===== config.mk =====
export PLATFORM = sky130hd
export DESIGN_NAME = nbr_fetch_top
export DESIGN_NICKNAME = d
export VERILOG_FILES = /design/src/rtl/nbr_fetch_pkg.sv /design/src/rtl/nbr_fetch_ctrl.sv /design/src/rtl/nbr_fetch_dp.sv /design/src/rtl/nbr_fetch_top.sv
export SDC_FILE = /design/constraint.sdc
export NUM_CORES = 2
export LEC_CHECK = 0
export BUFFER_PORTS_ARGS = -buffer_cell sky130_fd_sc_hd__buf_4
export CAP_MARGIN = 20
export CORE_AREA = 4 4 285 287
export CTS_CLUSTER_DIAMETER = 150
export CTS_CLUSTER_SIZE = 16
export DETAILED_ROUTE_END_ITERATION = 7
export DIE_AREA = 0 0 289 291
export PLACE_DENSITY = 0.65
export SYNTH_ARGS = -nofsm -noshare
export SYNTH_HDL_FRONTEND = slang
export SYNTH_SLANG_ARGS = --single-unit
export TNS_END_PERCENT = 30

===== constraint.sdc =====
create_clock -name clk -period 2.85 [get_ports clk]
set_input_delay 0.1425 -clock clk [delete_from_list [all_inputs] [get_ports clk]]
set_output_delay 0.1425 -clock clk [all_outputs]
set_load 0.01 [all_outputs]

===== src/rtl/nbr_fetch_pkg.sv =====
package nbr_fetch_pkg;

  // strobes from the control path into the datapath registers
  typedef struct packed {
    logic launch;   // request accepted: load bank addresses
    logic align;    // read in flight: move pattern/fraction to data stage
    logic publish;  // data back: load reordered neighbourhood
  } stage_strobe_t;

  // Step vector entry at window position t (0 .. 2*lanes-2), two-bit signed:
  // 01 = +1, 00 = 0, 11 = -1.  Non-increasing in t.
  function automatic logic [1:0] window_step(int t, int lanes);
    if (t < lanes / 2)
      return 2'b01;
    else if (t >= lanes + lanes / 2)
      return 2'b11;
    else
      return 2'b00;
  endfunction

endpackage


===== src/rtl/nbr_fetch_ctrl.sv =====
module nbr_fetch_ctrl
  import nbr_fetch_pkg::*;
(
  input  logic          clk,
  input  logic          rstN,
  input  logic          reqValid,
  output stage_strobe_t strobe,
  output logic          bankRdEn,
  output logic          outValid
);

  logic addrLive;
  logic dataLive;
  logic outLive;

  always_ff @(posedge clk or negedge rstN) begin
    if (!rstN) begin
      addrLive <= 1'b0;
      dataLive <= 1'b0;
      outLive  <= 1'b0;
    end else begin
      addrLive <= reqValid;
      dataLive <= addrLive;
      outLive  <= dataLive;
    end
  end

  always_comb begin
    strobe.launch  = reqValid;
    strobe.align   = addrLive;
    strobe.publish = dataLive;
  end

  assign bankRdEn = addrLive;
  assign outValid = outLive;

endmodule


===== src/rtl/nbr_fetch_dp.sv =====
module nbr_fetch_dp
  import nbr_fetch_pkg::*;
#(
  parameter int LANES      = 4,
  parameter int ROWS       = 4,
  parameter int IDX_W      = 10,
  parameter int FRAC_W     = 4,
  parameter int ADDR_W     = 12,
  parameter int DATA_W     = 16,
  parameter int ROW_STRIDE = 64,
  localparam int LB        = $clog2(LANES),
  localparam int NBANK     = ROWS * LANES,
  localparam int COORD_W   = IDX_W + FRAC_W
) (
  input  logic                    clk,
  input  logic                    rstN,
  input  stage_strobe_t           strobe,
  input  logic [COORD_W-1:0]      reqX,
  input  logic [COORD_W-1:0]      reqY,
  output logic [NBANK*ADDR_W-1:0] bankAddr,
  input  logic [NBANK*DATA_W-1:0] bankData,
  output logic [NBANK*DATA_W-1:0] outSamples,
  output logic [FRAC_W-1:0]       outFracX,
  output logic [FRAC_W-1:0]       outFracY
);

  // request field split
  logic [IDX_W-1:0]    xInt, yInt;
  logic [LB-1:0]       xLow, yLow;
  logic [IDX_W-LB-1:0] xHigh, yHigh;

  assign xInt  = reqX[FRAC_W +: IDX_W];
  assign yInt  = reqY[FRAC_W +: IDX_W];
  assign xLow  = xInt[LB-1:0];
  assign yLow  = yInt[LB-1:0];
  assign xHigh = xInt[IDX_W-1:LB];
  assign yHigh = yInt[IDX_W-1:LB];

  logic [ADDR_W-1:0] colTerm [LANES];
  logic [ADDR_W-1:0] rowTerm [ROWS];

  // horizontal terms: base plus windowed step
  for (genvar j = 0; j < LANES; j++) begin : g_col
    logic [1:0] colStep;
    always_comb begin
      colStep    = window_step(j - int'(xLow) + LANES - 1, LANES);
      colTerm[j] = ADDR_W'(xHigh) + {{(ADDR_W-2){colStep[1]}}, colStep};
    end
  end

  // vertical terms: same window rule, scaled by the bank row stride
  if (ROWS == 1) begin : g_row_flat
    assign rowTerm[0] = '0;
  end else begin : g_row_grid
    for (genvar i = 0; i < ROWS; i++) begin : g_row
      logic [1:0]        rowStep;
      logic [ADDR_W-1:0] rowBase;
      always_comb begin
        rowStep    = window_step(i - int'(yLow) + LANES - 1, LANES);
        rowBase    = ADDR_W'(yHigh) + {{(ADDR_W-2){rowStep[1]}}, rowStep};
        rowTerm[i] = ADDR_W'(rowBase * ADDR_W'(ROW_STRIDE));
      end
    end
  end

  // stage 1: bank addresses, pattern and fractions
  logic [LB-1:0]     xLowA, yLowA, xLowD, yLowD;
  logic [FRAC_W-1:0] fracXA, fracYA, fracXD, fracYD;

  for (genvar i = 0; i < ROWS; i++) begin : g_addr_r
    for (genvar j = 0; j < LANES; j++) begin : g_addr_c
      always_ff @(posedge clk or negedge rstN) begin
        if (!rstN)
          bankAddr[(i*LANES+j)*ADDR_W +: ADDR_W] <= '0;
        else if (strobe.launch)
          bankAddr[(i*LANES+j)*ADDR_W +: ADDR_W] <= rowTerm[i] + colTerm[j];
      end
    end
  end

  always_ff @(posedge clk or negedge rstN) begin
    if (!rstN) begin
      xLowA  <= '0;
      yLowA  <= '0;
      fracXA <= '0;
      fracYA <= '0;
      xLowD  <= '0;
      yLowD  <= '0;
      fracXD <= '0;
      fracYD <= '0;
    end else begin
      if (strobe.launch) begin
        xLowA  <= xLow;
        yLowA  <= yLow;
        fracXA <= reqX[FRAC_W-1:0];
        fracYA <= reqY[FRAC_W-1:0];
      end
      if (strobe.align) begin
        xLowD  <= xLowA;
        yLowD  <= yLowA;
        fracXD <= fracXA;
        fracYD <= fracYA;
      end
    end
  end

  // stage 2: rotate bank-ordered data into neighbour order
  logic [NBANK*DATA_W-1:0] rotated;

  for (genvar a = 0; a < ROWS; a++) begin : g_rot_r
    for (genvar b = 0; b < LANES; b++) begin : g_rot_c
      logic [LB-1:0] srcCol;
      logic [LB-1:0] srcRow;
      always_comb begin
        srcCol = xLowD + LB'(b) - LB'(1);
        srcRow = (ROWS == 1) ? '0 : yLowD + LB'(a) - LB'(1);
        rotated[(a*LANES+b)*DATA_W +: DATA_W] =
          bankData[(int'(srcRow)*LANES + int'(srcCol))*DATA_W +: DATA_W];
      end
    end
  end

  always_ff @(posedge clk or negedge rstN) begin
    if (!rstN) begin
      outSamples <= '0;
      outFracX   <= '0;
      outFracY   <= '0;
    end else if (strobe.publish) begin
      outSamples <= rotated;
      outFracX   <= fracXD;
      outFracY   <= fracYD;
    end
  end

endmodule


===== src/rtl/nbr_fetch_top.sv =====
module nbr_fetch_top
  import nbr_fetch_pkg::*;
#(
  parameter int LANES      = 4,
  parameter int DIMS       = 2,
  parameter int IDX_W      = 10,
  parameter int FRAC_W     = 4,
  parameter int ADDR_W     = 12,
  parameter int DATA_W     = 16,
  parameter int ROW_STRIDE = 64,
  localparam int ROWS      = (DIMS == 2) ? LANES : 1,
  localparam int NBANK     = ROWS * LANES,
  localparam int COORD_W   = IDX_W + FRAC_W
) (
  input  logic                    clk,
  input  logic                    rstN,
  input  logic                    reqValid,
  input  logic [COORD_W-1:0]      reqX,
  input  logic [COORD_W-1:0]      reqY,
  output logic                    bankRdEn,
  output logic [NBANK*ADDR_W-1:0] bankAddr,
  input  logic [NBANK*DATA_W-1:0] bankData,
  output logic                    outValid,
  output logic [NBANK*DATA_W-1:0] outSamples,
  output logic [FRAC_W-1:0]       outFracX,
  output logic [FRAC_W-1:0]       outFracY
);

  stage_strobe_t strobe;

  nbr_fetch_ctrl u_ctrl (
    .clk      (clk),
    .rstN     (rstN),
    .reqValid (reqValid),
    .strobe   (strobe),
    .bankRdEn (bankRdEn),
    .outValid (outValid)
  );

  nbr_fetch_dp #(
    .LANES      (LANES),
    .ROWS       (ROWS),
    .IDX_W      (IDX_W),
    .FRAC_W     (FRAC_W),
    .ADDR_W     (ADDR_W),
    .DATA_W     (DATA_W),
    .ROW_STRIDE (ROW_STRIDE)
  ) u_dp (
    .clk        (clk),
    .rstN       (rstN),
    .strobe     (strobe),
    .reqX       (reqX),
    .reqY       (reqY),
    .bankAddr   (bankAddr),
    .bankData   (bankData),
    .outSamples (outSamples),
    .outFracX   (outFracX),
    .outFracY   (outFracY)
  );

endmodule


==> impl_metrics.ini <==
[run_status]
status = finished with violations
violations = setup timing

[clock_network]
cts_tree = built
cts-root-buf = clkbuf_16
clkTransAtPathRegs_ns = 0.08
clk_latency_ns = 0.64
numCtsBuffers = 29
clk_path_buf_depth = 3
cts_sinks = 411
htree_levels = 1

[global_route]
grt_max_degree = 104
overflow = 0
first_global_vias = 27400
grtUsageTotal_pct = 32.3
grt_antenna_before_repair = 74
grt_pass1_wl_microns = 197000

[worst_hold_path]
hp-class = in2reg

[worst_setup_path]
r2r_setup_slack_ns = 0.17
cp-end-kind = register
start_kind = primary input
path_max_fanout = 5
arrival_ns = 3.97
cp.required_ns = 3.41
crit_type = in2reg

[floorplanning]
ios = 745
core_area_sq_um = 78600
initial_core_util_pct = 41.6
dieWidth_microns = 289
num_rows = 103
die-area_sq_um = 84100
die_height_microns = 291

[detailed_routing]
met3WireLength_microns = 19500
met2WireLength_microns = 62800
highest_layer = met5
viasPerCell = 5.69
postRouteAntennaNets = 0
dr.pass1.iters = 6
drt-total-wl_microns = 142000
drt_iter0_markers = 2862
wl_met1_microns = 51800
vias = 29500
drc = 0
wl_per_cell_microns = 27.5

[final_layout]
mostFrequentLayoutCells = buf_4 (1122), nand2_1 (406), dfrtp_1 (406)
final_common_cell = buf_4
final_nets = 4548
area_growth_pct = 35.9
final_area_sq_um = 44500
drive_above_1_share_pct = 46.9

[logic_synthesis]
ys.flop_type = dfrtp_1
synth_simple_gate_area_share_pct = 8.14
synth_compound_area_share_pct = 9.52
synth_cells = 3142
yosys.area_share.adder_pct = 7.47
synth_top_family_by_area = multiplexers
syn_nets = 3610
synth_area_sq_um = 32700
synth_mux_area_share_pct = 32.4
seq_area_frac_synth_pct = 31.4
synth_edf_count = 0
ys_seq_elements = 411
synth.distinct_cells = 56
synth_xor_area_share_pct = 3.66
synth_async_sr_flop_share_pct = 100
avgSynthCellArea_sq_um = 10.4
yosysWarnings = 0

[sta]
setup_tns_ns = -21.92
max_slew_margin_pct = 41.0
drv_slew = 0
fmax_mhz = 293
rsz0062_at_grt = yes
worst_slack_ns = -0.563
min_period_over_period_pct = 120
worst_pin_slew_ns = 0.885
setup_viol = 72
hold_ws_ns = 0.0299
clock_skew_ns = 0.0177
final.min_clock_period_ns = 3.41
hold_viol_final = 0

[place]
port-buffer-count = 742
dp_hpwl_microns = 116000
post-place-ws_ns = -1.33
dpl_cell_area_sq_um = 42000
gp_congestion = 1.02

[power_and_ir_drop]
leakagePower_uw = 0.0206
irDropWorstVdd_v = 0.000661
powerDensity_nw_per_um2 = 798

[run]
maxCapViolCount = 0
-- path summary, 6_finish.rpt --
kind,end,cells after the start,startpoint
hold reg to reg,u_dp.outFracY[2],1,u_dp.fracYD[2]
max in group asynchronous,u_ctrl.dataLive,4,rstN
setup reg to reg,u_dp.outSamples[244],5,u_dp.xLowD[0]
setup / recovery,u_dp.bankAddr[179],24,reqX[4]
min in group asynchronous,u_dp.outSamples[99],2,rstN
hold / removal,u_dp.bankAddr[37],4,reqX[7]
-- synthesized netlist by cell type, types with 2 or more instances --
master / instances / area, sq um
o21ai_1: 115 / 576
o21ai_0: 164 / 821
a31oi_1: 8 / 50.1
a21boi_0: 3 / 22.5
or3_1: 2 / 12.5
buf_2: 57 / 285
buf_1: 32 / 120
buf_4: 74 / 556
o21a_1: 5 / 37.5
mux2i_1: 202 / 2020
xnor2_1: 106 / 928
mux4_2: 256 / 5770
a211oi_1: 8 / 60.1
a21oi_1: 95 / 475
ha_1: 157 / 1960
nor3_1: 4 / 20.0
nor2_1: 53 / 199
xnor2_2: 5 / 81.3
nor4_1: 9 / 56.3
nand3b_1: 4 / 30.0
nand3_1: 133 / 666
mux2_2: 249 / 2800
o21ba_2: 2 / 20.0
clkbuf_1: 121 / 454
nand2_1: 406 / 1520
dfrtp_1: 411 / 10300
inv_1: 260 / 976
o21bai_1: 11 / 82.6
buf_6: 2 / 22.5
a2111o_1: 2 / 22.5
and2_1: 4 / 25.0
xor2_1: 12 / 105
xor2_2: 2 / 32.5
a21o_1: 43 / 323
o211ai_1: 67 / 503
fa_1: 24 / 480
nand2b_1: 7 / 43.8
nor2b_1: 9 / 56.3
-- kinds of logic after synthesis --
group | Yosys count
mux | 708
fa+ha+maj | 181
compound gates | 534
buf+inv | 546
xor+xnor | 127
flops | 411
simple gates | 635
-- worst max-delay path, stage by stage --
cell and delay, ns:
buf_12 0.09, clkinvlp_4 0.13, ha_4 0.22, ha_4 0.17
nor2_4 0.12, nand3b_1 0.09, a2111o_1 0.30, ha_2 0.20
inv_2 0.06, fa_2 0.20, nor2b_1 0.05, o21ai_1 0.11
nand2b_1 0.09, a21o_1 0.17, a21oi_2 0.17, buf_4 0.16
xnor2_4 0.07, ha_2 0.19, a21o_1 0.21, a21oi_4 0.17
o21bai_1 0.10, a2111o_1 0.40, a21o_1 0.18, a31oi_1 0.17
-- what timing repair did --
| action | in CTS | in global routing |
|---|---|---|
| pin swaps | 53 | 73 |
| hold buffers | 15 | 0 |
| endpoints found under the setup margin | 77 | 85 |
| gates resized for setup | 94 | 85 |
| endpoints found under the hold margin | 314 | 0 |
| buffers inserted | 29 | 20 |
-- layout make-up --
cell class	instances	area, sq um
clock inverters	2	16.3
inverters	260	992
repair buffers	1193	9580
flip-flops and latches	411	10300
fillers	6822	34200
diodes	49	123
clock buffers	32	737
multi-input cells	2185	21400
well taps	1050	1310
-- state kept, by name, indices dropped and copies added, names as in the netlist --
register	count
u_dp.yLowD	2
u_dp.outSamples	256
u_dp.yLowA	2
u_dp.xLowD	2
u_ctrl.outValid	1
u_dp.fracXA	4
u_ctrl.bankRdEn	1
u_dp.outFracY	4
u_dp.fracXD	4
u_ctrl.dataLive	1
u_dp.bankAddr	120
u_dp.xLowA	2
u_dp.outFracX	4
u_dp.fracYD	4
u_dp.fracYA	4
-- stage by stage --
stage                     std cells  util (%)  power (uW)
after detailed placement       5035      53.5       29900
final                          5182      56.6       35500
after global routing           5167      56.5       37400
after global placement         5035      53.5       29700
after floorplan                3142         -       20000
after CTS                      5113      55.6       34800
-- metal layers --
layer  GRT usage, %  vias to the layer above
met5              0                        -
met4           14.8                       42
met3           13.9                      300
met2           48.4                     1548
met1           40.3                    14500
li1               -                    13100
-- power by group --
group / internal (uW) / switching [uW]
combinational: 10800 / 10900
sequential: 7830 / 1910
clock: 1820 / 2280
total: 20500 / 15000
Note: power is estimated with default switching activity, not from simulation.
